## src/rtl/scan_port_pkg.sv

```systemverilog
package scan_port_pkg;

  localparam int IR_W = 3;

  typedef enum logic [3:0] {
    ST_RESET    = 4'd0,
    ST_IDLE     = 4'd1,
    ST_DR_SEL   = 4'd2,
    ST_DR_CAP   = 4'd3,
    ST_DR_SHIFT = 4'd4,
    ST_DR_EXIT1 = 4'd5,
    ST_DR_PAUSE = 4'd6,
    ST_DR_EXIT2 = 4'd7,
    ST_DR_UPD   = 4'd8,
    ST_IR_SEL   = 4'd9,
    ST_IR_CAP   = 4'd10,
    ST_IR_SHIFT = 4'd11,
    ST_IR_EXIT1 = 4'd12,
    ST_IR_PAUSE = 4'd13,
    ST_IR_EXIT2 = 4'd14,
    ST_IR_UPD   = 4'd15
  } tap_state_e;

  typedef enum logic [IR_W-1:0] {
    OP_EXTEST  = 3'b000,
    OP_IDCODE  = 3'b001,
    OP_HIZ     = 3'b010,
    OP_RSV_A   = 3'b011,
    OP_SAMPLE  = 3'b100,
    OP_RSV_B   = 3'b101,
    OP_RSV_C   = 3'b110,
    OP_BYPASS  = 3'b111
  } op_e;

  typedef enum logic [1:0] {
    SEL_BYP = 2'd0,
    SEL_ID  = 2'd1,
    SEL_BSR = 2'd2
  } dr_sel_e;

  function automatic tap_state_e tap_step(tap_state_e s, logic tms);
    tap_state_e n;
    case (s)
      ST_RESET:    n = tms ? ST_RESET    : ST_IDLE;
      ST_IDLE:     n = tms ? ST_DR_SEL   : ST_IDLE;
      ST_DR_SEL:   n = tms ? ST_IR_SEL   : ST_DR_CAP;
      ST_DR_CAP:   n = tms ? ST_DR_EXIT1 : ST_DR_SHIFT;
      ST_DR_SHIFT: n = tms ? ST_DR_EXIT1 : ST_DR_SHIFT;
      ST_DR_EXIT1: n = tms ? ST_DR_UPD   : ST_DR_PAUSE;
      ST_DR_PAUSE: n = tms ? ST_DR_EXIT2 : ST_DR_PAUSE;
      ST_DR_EXIT2: n = tms ? ST_DR_UPD   : ST_DR_SHIFT;
      ST_DR_UPD:   n = tms ? ST_DR_SEL   : ST_IDLE;
      ST_IR_SEL:   n = tms ? ST_RESET    : ST_IR_CAP;
      ST_IR_CAP:   n = tms ? ST_IR_EXIT1 : ST_IR_SHIFT;
      ST_IR_SHIFT: n = tms ? ST_IR_EXIT1 : ST_IR_SHIFT;
      ST_IR_EXIT1: n = tms ? ST_IR_UPD   : ST_IR_PAUSE;
      ST_IR_PAUSE: n = tms ? ST_IR_EXIT2 : ST_IR_PAUSE;
      ST_IR_EXIT2: n = tms ? ST_IR_UPD   : ST_IR_SHIFT;
      default:     n = tms ? ST_DR_SEL   : ST_IDLE;
    endcase
    return n;
  endfunction

  function automatic dr_sel_e op_to_sel(op_e op);
    dr_sel_e s;
    case (op)
      OP_EXTEST, OP_HIZ, OP_SAMPLE: s = SEL_BSR;
      OP_IDCODE:                    s = SEL_ID;
      default:                      s = SEL_BYP;
    endcase
    return s;
  endfunction

  function automatic logic [31:0] id_fix(logic [31:0] raw);
    return {raw[31:1], 1'b1};
  endfunction

  function automatic logic [IR_W-1:0] ir_capture_pattern();
    logic [IR_W-1:0] p;
    p = '0;
    p[1:0] = 2'b01;
    return p;
  endfunction

endpackage

```

## src/rtl/scan_port_fsm.sv

```systemverilog
module scan_port_fsm
  import scan_port_pkg::*;
(
  input  logic       tck,
  input  logic       por_n,
  input  logic       tms,
  output tap_state_e state_q,
  output tap_state_e state_nx,
  output logic       ev_dr_cap,
  output logic       ev_dr_shift,
  output logic       ev_ir_cap,
  output logic       ev_ir_shift,
  output logic       ev_ir_upd,
  output logic       ev_enter_reset
);

  always_comb state_nx = tap_step(state_q, tms);

  always_ff @(posedge tck or negedge por_n) begin
    if (!por_n) state_q <= ST_RESET;
    else        state_q <= state_nx;
  end

  assign ev_dr_cap      = (state_q == ST_DR_CAP);
  assign ev_dr_shift    = (state_q == ST_DR_SHIFT);
  assign ev_ir_cap      = (state_q == ST_IR_CAP);
  assign ev_ir_shift    = (state_q == ST_IR_SHIFT);
  assign ev_ir_upd      = (state_q == ST_IR_UPD);
  assign ev_enter_reset = (state_nx == ST_RESET);

endmodule

```

## src/rtl/scan_port_ir.sv

```systemverilog
module scan_port_ir
  import scan_port_pkg::*;
(
  input  logic            tck,
  input  logic            por_n,
  input  logic            tdi,
  input  logic            ev_cap,
  input  logic            ev_shift,
  input  logic            ev_upd,
  input  logic            ev_enter_reset,
  output logic [IR_W-1:0] ir_shift_q,
  output op_e             ir_active_q
);

  always_ff @(posedge tck or negedge por_n) begin
    if (!por_n)        ir_shift_q <= '0;
    else if (ev_cap)   ir_shift_q <= ir_capture_pattern();
    else if (ev_shift) ir_shift_q <= {tdi, ir_shift_q[IR_W-1:1]};
  end

  always_ff @(posedge tck or negedge por_n) begin
    if (!por_n)              ir_active_q <= OP_IDCODE;
    else if (ev_enter_reset) ir_active_q <= OP_IDCODE;
    else if (ev_upd)         ir_active_q <= op_e'(ir_shift_q);
  end

endmodule

```

## src/rtl/scan_port_shreg.sv

```systemverilog
module scan_port_shreg #(
  parameter int W = 8
) (
  input  logic         tck,
  input  logic         por_n,
  input  logic         cap_en,
  input  logic         shift_en,
  input  logic [W-1:0] cap_val,
  input  logic         tdi,
  output logic [W-1:0] q
);

  logic [W-1:0] shifted;

  generate
    if (W == 1) begin : g_single
      assign shifted = tdi;
    end else begin : g_multi
      assign shifted = {tdi, q[W-1:1]};
    end
  endgenerate

  always_ff @(posedge tck or negedge por_n) begin
    if (!por_n)        q <= '0;
    else if (cap_en)   q <= cap_val;
    else if (shift_en) q <= shifted;
  end

endmodule

```

## src/rtl/scan_port.sv

```systemverilog
module scan_port
  import scan_port_pkg::*;
#(
  parameter int          BSR_LEN = 69,
  parameter logic [31:0] ID_WORD = 32'h5A3C_0E97
) (
  input  logic               tck,
  input  logic               por_n,
  input  logic               tms,
  input  logic               tdi,
  input  logic [BSR_LEN-1:0] ring_pins,
  output logic               tdo,
  output logic               tdo_oe,
  output logic               outputs_hiz
);

  localparam logic [31:0] ID_VAL = id_fix(ID_WORD);

  tap_state_e      state_q;
  tap_state_e      state_nx;
  logic            ev_dr_cap;
  logic            ev_dr_shift;
  logic            ev_ir_cap;
  logic            ev_ir_shift;
  logic            ev_ir_upd;
  logic            ev_enter_reset;
  logic [IR_W-1:0] ir_shift_q;
  op_e             ir_active_q;
  dr_sel_e         dr_sel;

  logic [0:0]         byp_q;
  logic [31:0]        id_q;
  logic [BSR_LEN-1:0] bsr_q;

  logic cap_byp, cap_id, cap_bsr;
  logic sh_byp, sh_id, sh_bsr;
  logic dr_lsb;
  logic tdo_q, oe_q;

  scan_port_fsm u_fsm (
    .tck(tck), .por_n(por_n), .tms(tms),
    .state_q(state_q), .state_nx(state_nx),
    .ev_dr_cap(ev_dr_cap), .ev_dr_shift(ev_dr_shift),
    .ev_ir_cap(ev_ir_cap), .ev_ir_shift(ev_ir_shift),
    .ev_ir_upd(ev_ir_upd), .ev_enter_reset(ev_enter_reset)
  );

  scan_port_ir u_ir (
    .tck(tck), .por_n(por_n), .tdi(tdi),
    .ev_cap(ev_ir_cap), .ev_shift(ev_ir_shift), .ev_upd(ev_ir_upd),
    .ev_enter_reset(ev_enter_reset),
    .ir_shift_q(ir_shift_q), .ir_active_q(ir_active_q)
  );

  assign dr_sel  = op_to_sel(ir_active_q);
  assign cap_byp = ev_dr_cap   && (dr_sel == SEL_BYP);
  assign cap_id  = ev_dr_cap   && (dr_sel == SEL_ID);
  assign cap_bsr = ev_dr_cap   && (dr_sel == SEL_BSR);
  assign sh_byp  = ev_dr_shift && (dr_sel == SEL_BYP);
  assign sh_id   = ev_dr_shift && (dr_sel == SEL_ID);
  assign sh_bsr  = ev_dr_shift && (dr_sel == SEL_BSR);

  scan_port_shreg #(.W(1)) u_byp (
    .tck(tck), .por_n(por_n), .cap_en(cap_byp), .shift_en(sh_byp),
    .cap_val(1'b0), .tdi(tdi), .q(byp_q)
  );

  scan_port_shreg #(.W(32)) u_id (
    .tck(tck), .por_n(por_n), .cap_en(cap_id), .shift_en(sh_id),
    .cap_val(ID_VAL), .tdi(tdi), .q(id_q)
  );

  scan_port_shreg #(.W(BSR_LEN)) u_bsr (
    .tck(tck), .por_n(por_n), .cap_en(cap_bsr), .shift_en(sh_bsr),
    .cap_val(ring_pins), .tdi(tdi), .q(bsr_q)
  );

  always_comb begin
    case (dr_sel)
      SEL_ID:  dr_lsb = id_q[0];
      SEL_BSR: dr_lsb = bsr_q[0];
      default: dr_lsb = byp_q[0];
    endcase
  end

  always_ff @(negedge tck or negedge por_n) begin
    if (!por_n) begin
      tdo_q <= 1'b0;
      oe_q  <= 1'b0;
    end else begin
      tdo_q <= (state_q == ST_IR_SHIFT) ? ir_shift_q[0] : dr_lsb;
      oe_q  <= (state_q == ST_IR_SHIFT) || (state_q == ST_DR_SHIFT);
    end
  end

  assign tdo         = tdo_q;
  assign tdo_oe      = oe_q;
  assign outputs_hiz = (ir_active_q == OP_HIZ);

endmodule

```

## config.mk

```make
export PLATFORM = sky130hd
export DESIGN_NAME = scan_port
export DESIGN_NICKNAME = d
export VERILOG_FILES = /design/src/rtl/scan_port_pkg.sv /design/src/rtl/scan_port_fsm.sv /design/src/rtl/scan_port_ir.sv /design/src/rtl/scan_port_shreg.sv /design/src/rtl/scan_port.sv
export SDC_FILE = /design/constraint.sdc
export NUM_CORES = 1
export LEC_CHECK = 0
export ABC_CLOCK_PERIOD_IN_PS = 4100
export BUFFER_PORTS_ARGS = -buffer_cell sky130_fd_sc_hd__buf_2
export CORE_MARGIN = 2
export CORE_UTILIZATION = 37
export DETAILED_ROUTE_END_ITERATION = 16
export GPL_TIMING_DRIVEN = 0
export PLACE_DENSITY = 0.58
export REMOVE_ABC_BUFFERS = 1
export SYNTH_ARGS = -nofsm -noshare
export SYNTH_HDL_FRONTEND = slang
export SYNTH_SLANG_ARGS = --single-unit
```

## constraint.sdc

```tcl
create_clock -name tck -period 4.1 [get_ports tck]
set_input_delay 0 -clock tck [delete_from_list [all_inputs] [get_ports tck]]
set_output_delay 0 -clock tck [all_outputs]
set_load 0.02 [all_outputs]
```

# Word-level counts from Yosys, hierarchy flattened
# Cells that the tools add are included.
[word_totals] mem_count=0 register_bits=114 romBits=0 ram_bits=0 latchBits=0 out_inout_bits=3
[op_classes] eq_ne=18 reduce_logical=19 n_mux=26 bitwise_logic=0 add_sub_neg=0 mul=0 shift=0 magnitude_cmp=0 n_div=0
[op_table] cell="2-to-1 mux 69 bit" n=2
[op_table] cell="2-to-1 mux 32 bit" n=2
[op_table] cell="case mux 4 bit (11 select lines)" n=1
[op_table] cell="== test 4 bit, second input constant" n=7
[op_table] cell="2-to-1 mux 3 bit" n=6
[op_table] cell="== test 4 x 3 -> 1 bit, second input constant" n=4
[op_table] cell="2-to-1 mux 4 bit" n=4
[op_table] cell="nonzero test 2 bit" n=5
[op_table] cell="== test 4 x 2 -> 1 bit, second input constant" n=2
[op_table] cell="zero test 4 bit" n=2
[op_table] cell="logical AND 1 bit" n=6
[op_table] cell="2-to-1 mux 1 bit" n=6
[op_table] cell="2-to-1 mux 2 bit" n=3
[op_table] cell="case mux 2 bit (2 select lines)" n=1
[op_table] cell="OR reduction 2 bit" n=2
[op_table] cell="== test 3 x 1 -> 1 bit, second input constant" n=1
[op_table] cell="== test 3 x 2 -> 1 bit, second input constant" n=1
[op_table] cell="== test 3 bit, second input constant" n=1
[op_table] cell="zero test 3 bit" n=1
[op_table] cell="OR reduction 3 bit" n=1
[op_table] cell="== test 2 x 1 -> 1 bit, second input constant" n=1
[op_table] cell="== test 2 bit, second input constant" n=1
[op_table] cell="zero test 2 bit" n=1
[op_table] cell="case mux 1 bit (2 select lines)" n=1
[op_table] cell="logical OR 1 bit" n=1

# Logic depth before layout (Yosys ltp)
# Gate-level depths: netlist of run 1.
[logic_depth] ltp_word=7 mapped_depth=8

# Modules after synthesis
# From an unflattened synthesis of run 1, not the netlist that was laid out.
[unflattened] cells_unflattened=530 area_unflattened_um2=5544.1
[by_module_without_submodules] module="scan_port_shreg at u_bsr" cells_per_inst=299 instances=1 area_per_inst_um2=3184.3
[by_module_without_submodules] module="scan_port_shreg at u_id" cells_per_inst=139 instances=1 area_per_inst_um2=1515.2
[by_module_without_submodules] module="scan_port_fsm" cells_per_inst=44 instances=1 area_per_inst_um2=349.1
[by_module_without_submodules] module="scan_port_ir" cells_per_inst=18 instances=1 area_per_inst_um2=236.5
[by_module_without_submodules] module="scan_port" cells_per_inst=26 instances=1 area_per_inst_um2=215.2
[by_module_without_submodules] module="scan_port_shreg at u_byp" cells_per_inst=4 instances=1 area_per_inst_um2=43.8

==> impl_metrics.py, run 1 <==
metrics = {
    "clock_tree": {
        "clock_path_buffers": 2,
        "clk_latency_ns": 0.40,
        "cts_tree": "yes",
        "cts.sink_count": 114,
        "clk_pin_slew_worst_paths_ns": 0.05,
        "cts_setup_buffers": 0,
        "htreeDepth": 4,
        "root_buffer": "clkbuf_16",
        "cts_buffers": 17,
    },
    "run": {
        "max-cap-violations": 0,
    },
    "final_layout": {
        "seqCellArea_sq_um": 2850,
        "utilization_pct": 50.9,
        "area_delta_synth_final_pct": 33.5,
        "fin_nets": 648,
        "multi_input_area_sq_um": 2520,
        "drive_above_1_share_pct": 45.0,
        "diodes": 0,
        "fillerInstances": 1285,
    },
    "global_routing": {
        "grt_max_degree": 90,
        "grt_pass1_vias": 3851,
        "grt_overflow": 0,
        "track_usage_pct": 14.1,
        "grt_pass1_wl_um": 18300,
        "antenna_found_initial": 0,
    },
    "timing": {
        "slew_violations": 0,
        "clock-skew-final_ns": 0.0187,
        "setup_violations": 0,
        "worstMarginPinSlew_ns": 0.934,
        "rsz0062_at_grt": "no",
        "fin_tns_setup_ns": 0,
        "relSlewSlack_pct": 37.6,
        "finalHoldViolCount": 0,
    },
    "critical_path": {
        "rr_startpoint": "u_ir.ir_active_q[0]",
        "worst-path-max-fanout": 4,
        "cp-start-kind": "flop",
        "path_class": "reg -> reg",
        "worstPathArrival_ns": 2.08,
        "rr_worst_depth": 5,
        "cp-startpoint": "u_ir.ir_active_q[0]",
        "rrSetupSlack_ns": 0.19,
        "setup.worst_path.end": "tdo",
        "required_ns": 2.27,
        "end_kind": "flop",
        "r2r_end": "tdo",
    },
    "synthesis": {
        "yosys_warnings": 0,
        "netlist_instances": 432,
        "syn_area_per_cell_sq_um": 12.9,
        "syn-cell-area_sq_um": 5580,
        "ys_async_sr_fraction_pct": 100,
        "synth-seq-cells": 114,
        "synth_ff_type": "dfrtp_1",
        "synthDistinctLibCells": 41,
        "synth_edf_count": 0,
        "seq_area_frac_synth_pct": 51.1,
    },
    "pwr": {
        "power.switching_mw": 1.29,
        "p_per_area_nw_per_um2": 600,
        "combPwrFrac_pct": 31.7,
        "seqPwrFrac_pct": 36.8,
        "sw_frac_of_total_pct": 28.8,
        "p_leak_nw": 3.66,
        "total_power_mw": 4.47,
        "max-vdd-ir-drop_mv": 0.389,
        "p_int_mw": 3.18,
        "p_clk_share_pct": 31.6,
    },
    "place": {
        "dpl.hpwl_um": 6590,
        "port-buffer-count": 75,
        "gp_congestion": 0.715,
    },
    "floorplan": {
        "die_height_um": 127,
        "ios": 76,
        "rows": 44,
        "fp.dieW_um": 127,
        "dieArea_sq_um": 16100,
        "core-area_sq_um": 14600,
        "start_util_pct": 38.1,
    },
    "routing": {
        "drtIter0Drc": 121,
        "first_pass_iters": 4,
        "wl_per_cell_um": 13.6,
        "vias": 3645,
        "drt_wl_total_um": 10500,
        "vias_per_cell": 4.74,
        "ant_nets": 0,
        "drc": 0,
    },
    "worst_hold_path": {
        "hp-class": "in -> reg",
    },
    "run_status": {
        "status": "finished, final reports clean",
    },
}
-- through the flow --
step	hold WS, ns	cells	area, sq um	setup slack (ns)
finish	0.0251	769	7450	0.189
global route	0.0158	769	7450	0.0726
CTS	0.00922	769	7450	0.0785
detailed placement	-0.117	666	6170	0.108
global placement	0.312	661	6020	-4.22
floorplan	-0.296	402	5410	-1.70
-- layout make-up --
cell class / instances / area share (%)
well taps: 184 / 3.09
clock inverters: 5 / 1.01
repair buffers: 151 / 16.1
multi-input cells: 267 / 33.8
inverters: 21 / 1.06
flip-flops and latches: 114 / 38.3
clock buffers: 27 / 6.62
-- flip-flops by register name, summed over array words and instances (netlist names) --
| register | cells |
|---|---|
| u_bsr.q | 69 |
| u_fsm.state_q | 4 |
| u_id.q | 32 |
| u_ir.ir_active_q | 3 |
| u_ir.ir_shift_q | 3 |
| tdo_oe | 1 |
| tdo | 1 |
| u_byp.q | 1 |
-- worst max-delay path, stage by stage (launching register included) --
cell and delay, ns:
dfstp_2 0.55, or3b_4 0.39, ha_1 0.31, a221o_1 0.27, nand3_1 0.08, o21ai_0 0.08
-- repair_timing --
action / in CTS / in global routing
gates resized for setup: 0 / 1
endpoints found under the hold margin: 186 / 0
setup endpoints to repair: 0 / 1
hold buffers: 71 / 0
-- power by group through the flow --
stage	sequential, mW	combinational, mW	clock (mW)
2_1_floorplan	1.60	1.12	0
3_3_place_gp	1.63	1.39	0
3_5_place_dp	1.66	1.38	0
4_1_cts	1.64	1.43	1.45
5_1_grt	1.69	1.58	1.51
6_report	1.64	1.42	1.41
-- worst min-delay path by stage --
stage / from / to / slack, ns / cells after the start
after floorplan: por_n / u_bsr.q[0] / -0.30 / 0
after global placement: tdi / u_ir.ir_shift_q[2] / 0.31 / 3
after detailed placement: por_n / u_bsr.q[47] / -0.12 / 1
after CTS: ring_pins[66] / u_bsr.q[66] / 0.009 / 3
after global routing: ring_pins[66] / u_bsr.q[66] / 0.02 / 3
final: ring_pins[66] / u_bsr.q[66] / 0.03 / 3
-- cell usage after synthesis (3+ instances only) --
cell type	n	area, sq um
mux2_2	149	1680
nand2b_1	3	18.8
nand2_1	20	75.1
buf_4	8	60.1
nor2_1	21	78.8
clkbuf_1	9	33.8
dfrtp_1	111	2780
mux2i_1	18	180
a211oi_1	4	30.0
inv_1	21	78.8
o21ai_0	7	35.0
a21oi_1	6	30.0
nand3_1	3	15.0
mux2_1	7	78.8
buf_2	10	50.1
ha_1	3	37.5
-- logic make-up (layout without fill, tap and decap cells) --
group,count (synthesis),in the layout,synth area share [%]
compound gates,24,24,3.00
simple gates,65,65,5.89
fa+ha+maj,3,3,0.672
mux,174,174,34.7
xor+xnor,1,1,0.157
buf+inv,51,204,4.46
flops,114,114,51.1
-- placed cells by master, fill, tap and decap left out, types with 2 or more instances in the layout --
master	synthesis	final
bufinv_16	0	2
nor3b_1	2	2
clkbuf_8	0	3
clkbuf_16	0	17
a21boi_4	1	2
nor3_1	2	2
a21oi_1	6	6
nor2b_1	2	2
dfrtn_1	2	2
nand2_1	20	20
inv_1	21	21
nand3_1	3	3
mux2_1	7	7
nand2b_1	3	3
ha_1	3	3
buf_2	10	74
mux2i_1	18	18
nor2_1	21	21
clkinv_2	0	3
dlygate4sd3_1	0	71
buf_12	0	4
clkbuf_1	9	7
o21ai_0	7	7
mux2_2	149	149
dfrtp_1	111	111
nand3b_1	2	2
a211oi_1	4	4
-- routing by layer --
layer  vias up  part of all wire [%]  global-route usage (%)
li1       1786                     -                       -
met2        66                    47                    22.7
met1      1786                    47                    18.0
met4         0                  0.82                    3.88
met3         7                   4.8                    5.06
met5         -                     0                       0
Power figures use the tool's default switching activity.
==> inputs of run 2 (changes only) <==
Settings changed: CTS_BUF_LIST set to sky130_fd_sc_hd__clkbuf_16, SYNTH_HIERARCHICAL set to 1.
==> impl_metrics.py, run 2 <==
metrics = {
    "synthesis": {
        "synthDistinctLibCells": 43,
        "syn_area_per_cell_sq_um": 10.5,
        "synth_edf_count": 0,
        "syn-cell-area_sq_um": 5540,
        "netlist_instances": 530,
        "synth-seq-cells": 114,
        "synth_most_common_cell": "dfrtp_1",
        "synth_top_cell_by_area": "dfrtp_1",
        "synth_common_cells": "dfrtp_1, mux2i_1, nand2_1",
        "ys_async_sr_fraction_pct": 100,
        "seq_area_frac_synth_pct": 51.5,
        "synth_ff_type": "dfrtp_1",
        "synth_top_cell_area_share_pct": 50.1,
        "yosys_warnings": 6,
        "synthTopCellsByArea": "dfrtp_1, mux2i_1, nand2_1",
    },
    "run_status": {
        "status": "finished, final reports clean",
    },
    "critical_path": {
        "worst-path-max-fanout": 4,
        "path_class": "reg -> reg",
        "required_ns": 2.27,
        "worstPathArrival_ns": 1.74,
        "rrSetupSlack_ns": 0.53,
        "cp-start-kind": "flop",
        "end_kind": "flop",
    },
    "final_layout": {
        "area_delta_synth_final_pct": 34.5,
        "fin_nets": 770,
        "largestRegisters": "u_bsr/q: 69 flops, u_id/q: 32 flops, u_fsm/state_q: 4 flops",
        "fin_cells": 891,
        "drive_above_1_share_pct": 16.4,
        "fillerInstances": 1287,
        "diodes": 0,
        "utilization_pct": 51.1,
        "layout_commonest_cell": "dfrtp_1",
        "finalInstanceArea_sq_um": 7450,
        "final_cell_mix": "dfrtp_1, mux2i_1, nand2_1",
        "regMostFlops": "u_bsr/q",
        "largest_reg_flops": 69,
    },
    "floorplan": {
        "fp.dieW_um": 126,
        "ios": 76,
        "die_height_um": 126,
        "rows": 44,
        "dieArea_sq_um": 16000,
        "start_util_pct": 38.0,
        "core-area_sq_um": 14600,
    },
    "global_routing": {
        "grt_pass1_wl_um": 19400,
        "track_usage_pct": 14.9,
        "grt_pass1_vias": 4085,
        "grt_overflow": 0,
        "antenna_found_initial": 0,
        "grt_max_degree": 97,
    },
    "timing": {
        "rsz0062_at_grt": "no",
        "setup_violations": 0,
        "fin_tns_setup_ns": 0,
        "finalHoldViolCount": 0,
        "setup_ws_ns": 0.533,
        "worstMarginPinSlew_ns": 0.955,
        "slew_violations": 0,
        "clock-skew-final_ns": 0.0249,
        "relSlewSlack_pct": 36.3,
    },
    "clock_tree": {
        "clock_path_buffers": 2,
        "cts_buffers": 17,
        "cts.sink_count": 114,
        "clk_pin_slew_worst_paths_ns": 0.05,
        "cts_hold_buf": 73,
        "cts_tree": "yes",
        "cts_resized": 0,
        "cts_setup_buffers": 0,
        "clk_latency_ns": 0.41,
        "htreeDepth": 4,
        "root_buffer": "clkbuf_16",
    },
    "routing": {
        "vias_per_cell": 4.65,
        "drtIter0Drc": 307,
        "wl_per_cell_um": 12.8,
        "drc": 0,
        "drt_wl_total_um": 11400,
        "ant_nets": 0,
        "vias": 4144,
        "first_pass_iters": 5,
    },
    "place": {
        "place_area_sq_um": 6100,
        "port-buffer-count": 75,
        "dpl.hpwl_um": 6790,
        "dp_cells": 786,
        "gp_congestion": 0.764,
        "dp_slack_ns": 0.575,
    },
    "run": {
        "max-cap-violations": 0,
    },
    "worst_hold_path": {
        "hp-class": "in -> async",
    },
    "pwr": {
        "p_leak_nw": 2.89,
        "p_per_area_nw_per_um2": 638,
        "max-vdd-ir-drop_mv": 0.357,
    },
}
run 2: cell types whose count changed after synthesis, moves of 6 or more:
cell | previous run | this run
mux2_2 | 149 | 0
inv_1 | 21 | 3
o21ai_1 | 0 | 41
nor2_1 | 21 | 8
mux2i_1 | 18 | 107
mux2_1 | 7 | 0
and2_1 | 1 | 7
buf_4 | 8 | 1
o21ai_0 | 7 | 62
nand2_1 | 20 | 106
run 2: cell families (layout without fill, tap and decap cells):
| group | Yosys count | after routing | share of synthesized area [%] |
|---|---|---|---|
| fa+ha+maj | 3 | 3 | 0.677 |
| xor+xnor | 1 | 1 | 0.158 |
| simple gates | 139 | 139 | 10.7 |
| flops | 114 | 114 | 51.5 |
| mux | 107 | 107 | 19.3 |
| buf+inv | 42 | 188 | 5.48 |
| compound gates | 122 | 122 | 12.1 |
| other cells | 2 | 33 | 0.135 |
run 2: worst max-delay path: stages (launching register included):
cell and delay (ns):
dfrtp_1 0.41, a21oi_1 0.22, inv_1 0.09, ha_1 0.22, a221oi_1 0.27, o31ai_1 0.12
run 2: worst paths after layout:
path | from | to | cells past startpoint
hold / removal | por_n | u_id/q[12] | 2
setup / recovery | u_ir/ir_active_q[2] | tdo | 5
min in group tck | ring_pins[26] | u_bsr/q[26] | 4
max in group asynchronous | por_n | tdo | 2
hold reg to reg | u_ir/ir_shift_q[0] | u_ir/ir_active_q[0] | 1
setup reg to reg | u_ir/ir_active_q[2] | tdo | 5
run 2: power by group:
| part | internal, mW | switching (mW) |
|---|---|---|
| Combinational | 0.615 | 0.570 |
| Sequential | 1.66 | 0.351 |
| Clock | 1.06 | 0.505 |
| Total | 3.33 | 1.43 |
run 2: metrics by stage:
step,power [mW],hold WS [ns]
after detailed placement,3.16,-0.118
after global routing,5.09,0.0199
after global placement,3.09,0.207
after CTS,4.80,0.00159
final,4.76,0.0134
after floorplan,2.82,-0.296
run 2: routing by layer:
metal	share of wire, %	vias up	wire [um]	GRT usage (%)
met5	0	-	0	0
met4	2.0	0	222	6.40
met3	2.5	16	283	4.01
met2	47	61	5290	23.3
met1	49	1936	5560	19.5
li1	-	2131	-	-
run 2: final cells by class:
type	instances	area (sq um)	share of cell area, %
flip-flops and latches	114	2850	38.3
repair buffers	152	1220	16.4
clock buffers	17	425	5.71
inverters	4	15.0	0.201
clock inverters	15	198	2.65
well taps	184	230	3.09
multi-input cells	405	2510	33.7
